===== config.mk =====
export PLATFORM = sky130hd
export DESIGN_NAME = dma_xfer_seq
export DESIGN_NICKNAME = d
export VERILOG_FILES = /design/src/rtl/dma_xfer_pkg.sv /design/src/rtl/dma_region_decode.sv /design/src/rtl/dma_phase_plan.sv /design/src/rtl/dma_xfer_seq.sv
export SDC_FILE = /design/constraint.sdc
export NUM_CORES = 1
export LEC_CHECK = 0
export BUFFER_PORTS_ARGS = -buffer_cell sky130_fd_sc_hd__buf_4
export CAP_MARGIN = 25
export CORE_ASPECT_RATIO = 0.9
export CORE_MARGIN = 2
export CORE_UTILIZATION = 46
export CTS_CLUSTER_DIAMETER = 200
export DETAILED_ROUTE_END_ITERATION = 7
export PLACE_DENSITY = 0.82
export SYNTH_ARGS = -nofsm -noshare
export SYNTH_HDL_FRONTEND = slang
export SYNTH_SLANG_ARGS = --single-unit

===== constraint.sdc =====
create_clock -name clk -period 5.68 [get_ports clk]
set_clock_uncertainty 0.05 [all_clocks]
set_input_delay 0.852 -clock clk [delete_from_list [all_inputs] [get_ports clk]]
set_output_delay 0.852 -clock clk [all_outputs]
set_load 0.005 [all_outputs]

===== src/rtl/dma_xfer_pkg.sv =====
package dma_xfer_pkg;

    typedef enum logic [1:0] {
        ST_IDLE = 2'd0,
        ST_RD   = 2'd1,
        ST_WR   = 2'd2
    } seq_st_e;

    // Byte-lane enable for a single byte at the given address parity
    function automatic logic [1:0] byte_lane(input logic odd);
        return odd ? 2'b10 : 2'b01;
    endfunction

endpackage


===== src/rtl/dma_region_decode.sv =====
module dma_region_decode #(
    parameter int AW = 16,
    parameter int RB = 2,
    parameter logic [(1<<RB)-1:0] WAIT_MASK = '0,
    parameter logic [AW-1:0] SFR_LO = '0,
    parameter logic [AW-1:0] SFR_HI = '0
) (
    input  logic [AW-1:0] addr,
    output logic          wait_o
);
    localparam logic [AW-1:0] SFR_SPAN = SFR_HI - SFR_LO;

    logic [RB-1:0] region;
    logic [AW-1:0] sfr_off;

    always_comb begin
        region  = addr[AW-1 -: RB];
        sfr_off = addr - SFR_LO;
        wait_o  = WAIT_MASK[region] | (sfr_off <= SFR_SPAN);
    end
endmodule


===== src/rtl/dma_phase_plan.sv =====
module dma_phase_plan #(
    parameter int AW = 16
) (
    input  logic [AW-1:0] base,
    input  logic          sub,
    input  logic          size16,
    input  logic          narrow,
    output logic [AW-1:0] addr_o,
    output logic [1:0]    be_o,
    output logic          last_o
);
    import dma_xfer_pkg::*;

    logic split;

    always_comb begin
        split  = size16 & (narrow | base[0]);
        addr_o = base + {{(AW-1){1'b0}}, sub & split};
        if (size16 && !split) be_o = 2'b11;
        else                  be_o = byte_lane(addr_o[0]);
        last_o = !split || sub;
    end
endmodule


===== src/rtl/dma_xfer_seq.sv =====
module dma_xfer_seq #(
    parameter int AW = 16,
    parameter int CW = 8,
    parameter int RB = 2,
    parameter logic [(1<<RB)-1:0] WAIT_MASK = 4'b0100,
    parameter logic [AW-1:0] SFR_LO = 16'h0000,
    parameter logic [AW-1:0] SFR_HI = 16'h03FF
) (
    input  logic          clk,
    input  logic          rst_n,
    input  logic          start,
    input  logic          size16,
    input  logic          narrow,
    input  logic [AW-1:0] src_addr,
    input  logic [AW-1:0] dst_addr,
    output logic          busy,
    output logic          done,
    output logic [CW-1:0] cyc_count,
    output logic          bus_req,
    output logic          bus_we,
    output logic [AW-1:0] bus_addr,
    output logic [1:0]    bus_be,
    output logic [15:0]   bus_wdata,
    input  logic [15:0]   bus_rdata,
    input  logic          bus_rdy
);
    import dma_xfer_pkg::*;

    typedef struct packed {
        seq_st_e       st;
        logic          sub;
        logic          wdone;
        logic          done;
        logic          size16;
        logic          narrow;
        logic [AW-1:0] src;
        logic [AW-1:0] dst;
        logic [15:0]   hold;
        logic [CW-1:0] cnt;
    } seq_s;

    seq_s q, d;

    logic [AW-1:0] rd_addr, wr_addr;
    logic [1:0]    rd_be, wr_be;
    logic          rd_last, wr_last;
    logic          wt, last, rd_ph;
    logic [7:0]    rbyte, wbyte;

    dma_phase_plan #(.AW(AW)) u_rd_plan (
        .base(q.src), .sub(q.sub), .size16(q.size16), .narrow(q.narrow),
        .addr_o(rd_addr), .be_o(rd_be), .last_o(rd_last)
    );

    dma_phase_plan #(.AW(AW)) u_wr_plan (
        .base(q.dst), .sub(q.sub), .size16(q.size16), .narrow(q.narrow),
        .addr_o(wr_addr), .be_o(wr_be), .last_o(wr_last)
    );

    dma_region_decode #(
        .AW(AW), .RB(RB), .WAIT_MASK(WAIT_MASK), .SFR_LO(SFR_LO), .SFR_HI(SFR_HI)
    ) u_region (
        .addr(bus_addr), .wait_o(wt)
    );

    // Bus-side view of the current cycle
    always_comb begin
        rd_ph     = (q.st == ST_RD);
        bus_req   = (q.st != ST_IDLE);
        bus_we    = (q.st == ST_WR);
        bus_addr  = rd_ph ? rd_addr : wr_addr;
        bus_be    = rd_ph ? rd_be   : wr_be;
        last      = rd_ph ? rd_last : wr_last;
        rbyte     = bus_addr[0] ? bus_rdata[15:8] : bus_rdata[7:0];
        wbyte     = q.sub ? q.hold[15:8] : q.hold[7:0];
        bus_wdata = (bus_be == 2'b11) ? q.hold : {wbyte, wbyte};
        busy      = bus_req;
        done      = q.done;
        cyc_count = q.cnt;
    end

    // Next-state computation
    always_comb begin
        d      = q;
        d.done = 1'b0;
        case (q.st)
            ST_IDLE: begin
                if (start) begin
                    d.st     = ST_RD;
                    d.sub    = 1'b0;
                    d.wdone  = 1'b0;
                    d.size16 = size16;
                    d.narrow = narrow;
                    d.src    = src_addr;
                    d.dst    = dst_addr;
                    d.hold   = '0;
                    d.cnt    = '0;
                end
            end
            ST_RD, ST_WR: begin
                d.cnt = q.cnt + 1'b1;
                if (wt && !q.wdone) begin
                    d.wdone = 1'b1;
                end else if (bus_rdy) begin
                    d.wdone = 1'b0;
                    if (rd_ph) begin
                        if (bus_be == 2'b11) d.hold        = bus_rdata;
                        else if (q.sub)      d.hold[15:8]  = rbyte;
                        else                 d.hold[7:0]   = rbyte;
                    end
                    if (last) begin
                        d.sub = 1'b0;
                        if (rd_ph) begin
                            d.st = ST_WR;
                        end else begin
                            d.st   = ST_IDLE;
                            d.done = 1'b1;
                        end
                    end else begin
                        d.sub = 1'b1;
                    end
                end
            end
            default: d.st = ST_IDLE;
        endcase
    end

    always_ff @(posedge clk or negedge rst_n) begin
        if (!rst_n) begin
            q    <= '0;
            q.st <= ST_IDLE;
        end else begin
            q <= d;
        end
    end

    AST_START_WHILE_BUSY: assert property (@(posedge clk) disable iff (!rst_n)
        busy && start |=> $stable(q.src) && $stable(q.dst));
    AST_NO_READ_AFTER_WRITE: assert property (@(posedge clk) disable iff (!rst_n)
        bus_req && bus_we |=> !(bus_req && !bus_we));
    AST_ODD_HIGH_LANE: assert property (@(posedge clk) disable iff (!rst_n)
        bus_req && bus_addr[0] |-> bus_be == 2'b10);
    AST_NARROW_ONE_LANE: assert property (@(posedge clk) disable iff (!rst_n)
        bus_req && q.narrow |-> $countones(bus_be) == 1);
    AST_WAIT_HOLDS: assert property (@(posedge clk) disable iff (!rst_n)
        bus_req && wt && !q.wdone |=> bus_req && $stable(bus_addr) && $stable(bus_we));
    AST_STALL_HOLDS: assert property (@(posedge clk) disable iff (!rst_n)
        bus_req && !bus_rdy |=> bus_req && $stable(bus_addr) && $stable(bus_we));
    AST_DONE_PULSE: assert property (@(posedge clk) disable iff (!rst_n)
        done |=> !done);
    AST_DONE_AFTER_WRITE: assert property (@(posedge clk) disable iff (!rst_n)
        $rose(done) |-> $past(bus_req && bus_we));

endmodule


Word level (Yosys, flattened, before mapping)
Index checks and enable logic that the tools add are counted.

Register bits after elaboration: 63. Logic and storage cells: 86.

Reduce and logical (&&, ||, !) cells: 19. Bitwise logic cells: 7. Multiplexer cells: 33. Add/sub/neg operators: 3. Eq/ne operators: 11. $lt $le $gt $ge: 2.

Operators by type and width (count): $mux 16 (6); $pmux 24 s2 (1); $add 16x1->16 (2); $mux 8 (4); $mux 24 (1); $le 16x10->1 const B (1); $mux 2 (7); $reduce_and 6->1 (2); $ne 2x2->1 const B (5); $ne 3x3->1 const B (3); $add 8x1->8 const B (1); $mux 1 (8); $pmux 2 s2 (2); $reduce_and 4->1 (2); $mux 5 (1); $and 1x1->1 (4); $eq 2x2->1 const B (2); $mux 4 (1); $reduce_and 2->1 (2); $reduce_bool 2->1 (2); $logic_and 1x1->1 (3); $logic_not 1->1 (3); $lt 2x3->1 const B (1); $mux 3 (1); other kinds (7) (10).

Longest topological paths before layout
Depth in word-level cells: 13. Gate-level depth with buffers: 12. Mapped depth without buffers: 11.

Cells and area by module
From an unflattened synthesis, not the netlist that was laid out.

Cells, all modules: 351. Area total of the unflattened synthesis: 4038.9 um^2.

Modules (own cells, without submodules): dma_xfer_seq (cells each 256, times used 1, area an instance 3301.9 um^2, seq. area each 1576.5 um^2); dma_phase_plan (cells each 46, times used 2, area an instance 360.3 um^2, seq. area each 0.0 um^2); dma_region_decode (cells each 3, times used 1, area an instance 16.3 um^2, seq. area each 0.0 um^2).

Worst setup path before layout
Ideal clock, no wire load.

Path kind: reg-to-output. From: reg q[62] in the netlist's numbering. To: out bus_wdata[10]. Stages on the path, launching flop included: 8. Buffers on the path: 1. Data required time: 4.778 ns. Slack: 2.824 ns. Arrival time: 1.954 ns. Path through: dfrtp_1 inv_1 ha_1 mux2_2 or2_2 nor2b_1 clkbuf_1 mux2_2.

Word-level cells in the longest chain between the ends: 4.

Ends and longest elaborated chain: start, declared (line dma_xfer_seq.sv:42) `seq_s q, d;`; $eq 2x1->1 (line dma_xfer_seq.sv:68) `rd_ph = (q.st == ST_RD);`; $mux 2 (line dma_xfer_seq.sv:72) `bus_be = rd_ph ? rd_be : wr_be;`; $eq 2x2->1 (line dma_xfer_seq.sv:76) `bus_wdata = (bus_be == 2'b11) ? q.hold : {wbyte, wbyte};`; $mux 16 (line dma_xfer_seq.sv:76); end, declared (line dma_xfer_seq.sv:23) `output logic [15:0] bus_wdata,`.

Every way passes these cells.

Worst setup path after layout
From: reg q[62] in the netlist's numbering. To: out bus_be[0].

Word-level cells in the longest chain between the ends: 2.

Ends and longest elaborated chain: $eq 2x1->1 (line dma_xfer_seq.sv:68); $mux 2 (line dma_xfer_seq.sv:72); end, declared (line dma_xfer_seq.sv:22) `output logic [1:0] bus_be,`.

Every way passes these cells.

==> impl_metrics.yaml <==
synthesis:
  ys_seq_area_share_pct: 39.1
  synthArstFlopShare_pct: 100
  synth_top_area_share_pct: 39.1
  synth_top_area_cell: "dfrtp_1"
  synth-seq-cells: 63
  synth_ff_type: "dfrtp_1"
  synth-edff-count: 0
  post_synth_num_cell_types: 44
  syn_area_sq_um: 4030
  synth_nets: 495
  synth.area.top_cells: "dfrtp_1 39%, mux2_2 16%, nand2_1 7.5%"
  synth_area_per_cell_sq_um: 9.32
  postSynthCellCount: 433
  yosys_warnings: 0
clocking:
  cts_tree: "done"
  h-tree-depth: 3
  postCtsSetupBuffers: 0
  cts_buffer_depth: 2
  cts_sinks: 63
  cts_root_buf: "clkbuf_8"
  clkTransAtPathRegs_ps: 80
  cts_hold_buf: 0
  cts_resized: 0
  clock_latency_ps: 350
  cts_inserted_buffers: 9
floorplan:
  fp-row-count: 32
  fp.dieW_microns: 103
  dieArea_sq_um: 9540
  core_sq_um: 8530
  die_y_microns: 92.8
  ios: 100
  initial_core_util_pct: 47.3
global_routing:
  grt_overflow: 0
  grt_pass1_vias: 3457
  grt_max_degree: 64
  antenna_found_initial: 0
  grt.total_usage_pct: 21.9
  grt_pass1_wl_microns: 16400
placed_design:
  gp_congestion: 0.891
  dpl_cell_area_sq_um: 4820
  hpwl_microns: 7330
  io_buffer_count: 99
worst_setup_path:
  reg2reg_slack_ps: 2240
  path_buf_inv: 5
  crit_arrival_ps: 3000
  critPathMaxFanout: 33
  reg2regPathDepth: 11
  endpoint_kind: "output pin"
  regToRegStartpoint: "q[60]"
  critPathRequiredTime_ps: 4780
  regToRegEndpoint: "q[23]"
  critical_path_class: "reg -> out"
  cpMaxStageDelayCell: "o22ai_1"
  cpLargestDelayFamily: "buffers and inverters"
  max_stage_delay_ps: 590
  critPathLaunchType: "flop"
  worstPathCellList: "inv_1 -> ha_1 -> buf_4 -> inv_1 -> nand2_1 -> o22ai_1 -> clkinv_1 -> buf_4"
power:
  peakVddDrop_mv: 0.240
  p_leak_nw: 2.33
  p_per_area_nw_per_um2: 578
finish:
  n_antenna_cell: 0
  final_cell_mix: "101 x buf_4, 81 x nand2_1, 63 x dfrtp_1"
  nets: 585
  area_growth_syn_to_layout_pct: 26.2
  final_area_sq_um: 5090
  final_common_cell: "buf_4"
  drive_above_1_share_pct: 34.7
routing:
  drtIter0Drc: 205
  drc: 0
  wl_met1_microns: 4580
  detailroute.wirelength.met2_microns: 4780
  highest_layer: "met4"
  wl_met3_microns: 530
  via_per_inst: 5.40
  wl_microns: 10100
  wl_per_cell_microns: 15.6
  antenna_left: 0
  first_pass_iters: 6
  vias: 3493
min_path:
  holdPathEnd: "q[55]"
  hold_depth: 1
  hp-class: "reg -> reg"
  hp-start: "q[55]"
sta:
  fmax_ghz: 0.256
  max-slew-margin-rel_pct: 39.0
  rsz0062_at_grt: "false"
  min_period_ps: 3900
  slew_violations: 0
  min_period_over_period_pct: 68.7
  setup_viol: 0
  worst_slew_pin_slew_ps: 914
  finalSetupTns_ps: 0
  hold_viol: 0
run_status:
  outcome: "completed"
flow_run:
  max-cap-violations: 0
cell type report:
cell class              count  area, sq um
multi-input cells         338         2300
well taps                 119          149
clock buffers               9          124
flip-flops and latches     63         1580
repair buffers            101          758
clock inverters             7          145
fillers                   695         3440
inverters                  10         37.5
sequential cells by signal, summed over array words and instances (netlist names):
| register | count |
|---|---|
| q | 54 |
| cyc_count | 8 |
| done | 1 |
power by group:
part,switching [mW],internal (mW)
combinational,0.795,0.752
sequential,0.232,0.634
clock,0.193,0.337
how the worst max path moves through the flow:
| stage | startpoint | to | depth (start not counted) |
|---|---|---|---|
| after floorplan | q[62] | bus_wdata[10] | 7 |
| after global placement | q[62] | bus_wdata[11] | 8 |
| after global routing | q[62] | bus_be[0] | 8 |
| final | q[62] | bus_be[0] | 8 |
| after CTS | q[62] | bus_wdata[10] | 8 |
| after detailed placement | q[62] | bus_wdata[10] | 8 |
synthesized netlist by cell type (2+ instances only):
library cell and number:
nand2_1 81, dfrtp_1 63, mux2_2 59, nor2_1 40
xor2_1 19, nand3_1 18, nand4_1 15, xnor2_1 15
clkbuf_1 11, mux2i_1 10, o22ai_1 10, buf_4 9
inv_1 9, o21ai_0 9, ha_1 8, nor3_1 8
nor4_1 6, a21oi_1 5, nor2b_1 4, o21ai_1 4
a311o_1 2, a31oi_1 2, a32o_1 2, nand2b_1 2
nand4_2 2, nor3b_1 2
logic make-up after synthesis:
kind of cell	Yosys count	synth area share (%)
adders and majority gates	8	2.48
and+or+nand+nor	183	20.6
AOI/OAI and AO/OA	43	7.35
DFF	63	39.1
buffers and inverters	32	3.85
xor gates and xnor gates	34	7.38
muxes	70	19.2
per-stage QoR:
step	power (mW)	instances	hold WS [ps]	util [%]	setup slack [ps]
6_report	2.94	647	484	59.7	1780
5_1_grt	3.14	647	527	59.7	1600
4_1_cts	2.94	647	484	59.7	1830
3_5_place_dp	2.39	631	468	56.6	2200
3_3_place_gp	2.34	631	464	56.6	2340
2_1_floorplan	1.84	433	451	-	2820
routing by layer:
metal / vias to the layer above / global-route usage (%)
met5: - / 0
met2: 115 / 33.6
li1: 1688 / -
met1: 1665 / 30.1
met4: 0 / 8.56
met3: 25 / 4.91
(Power assumes the default switching activity.)
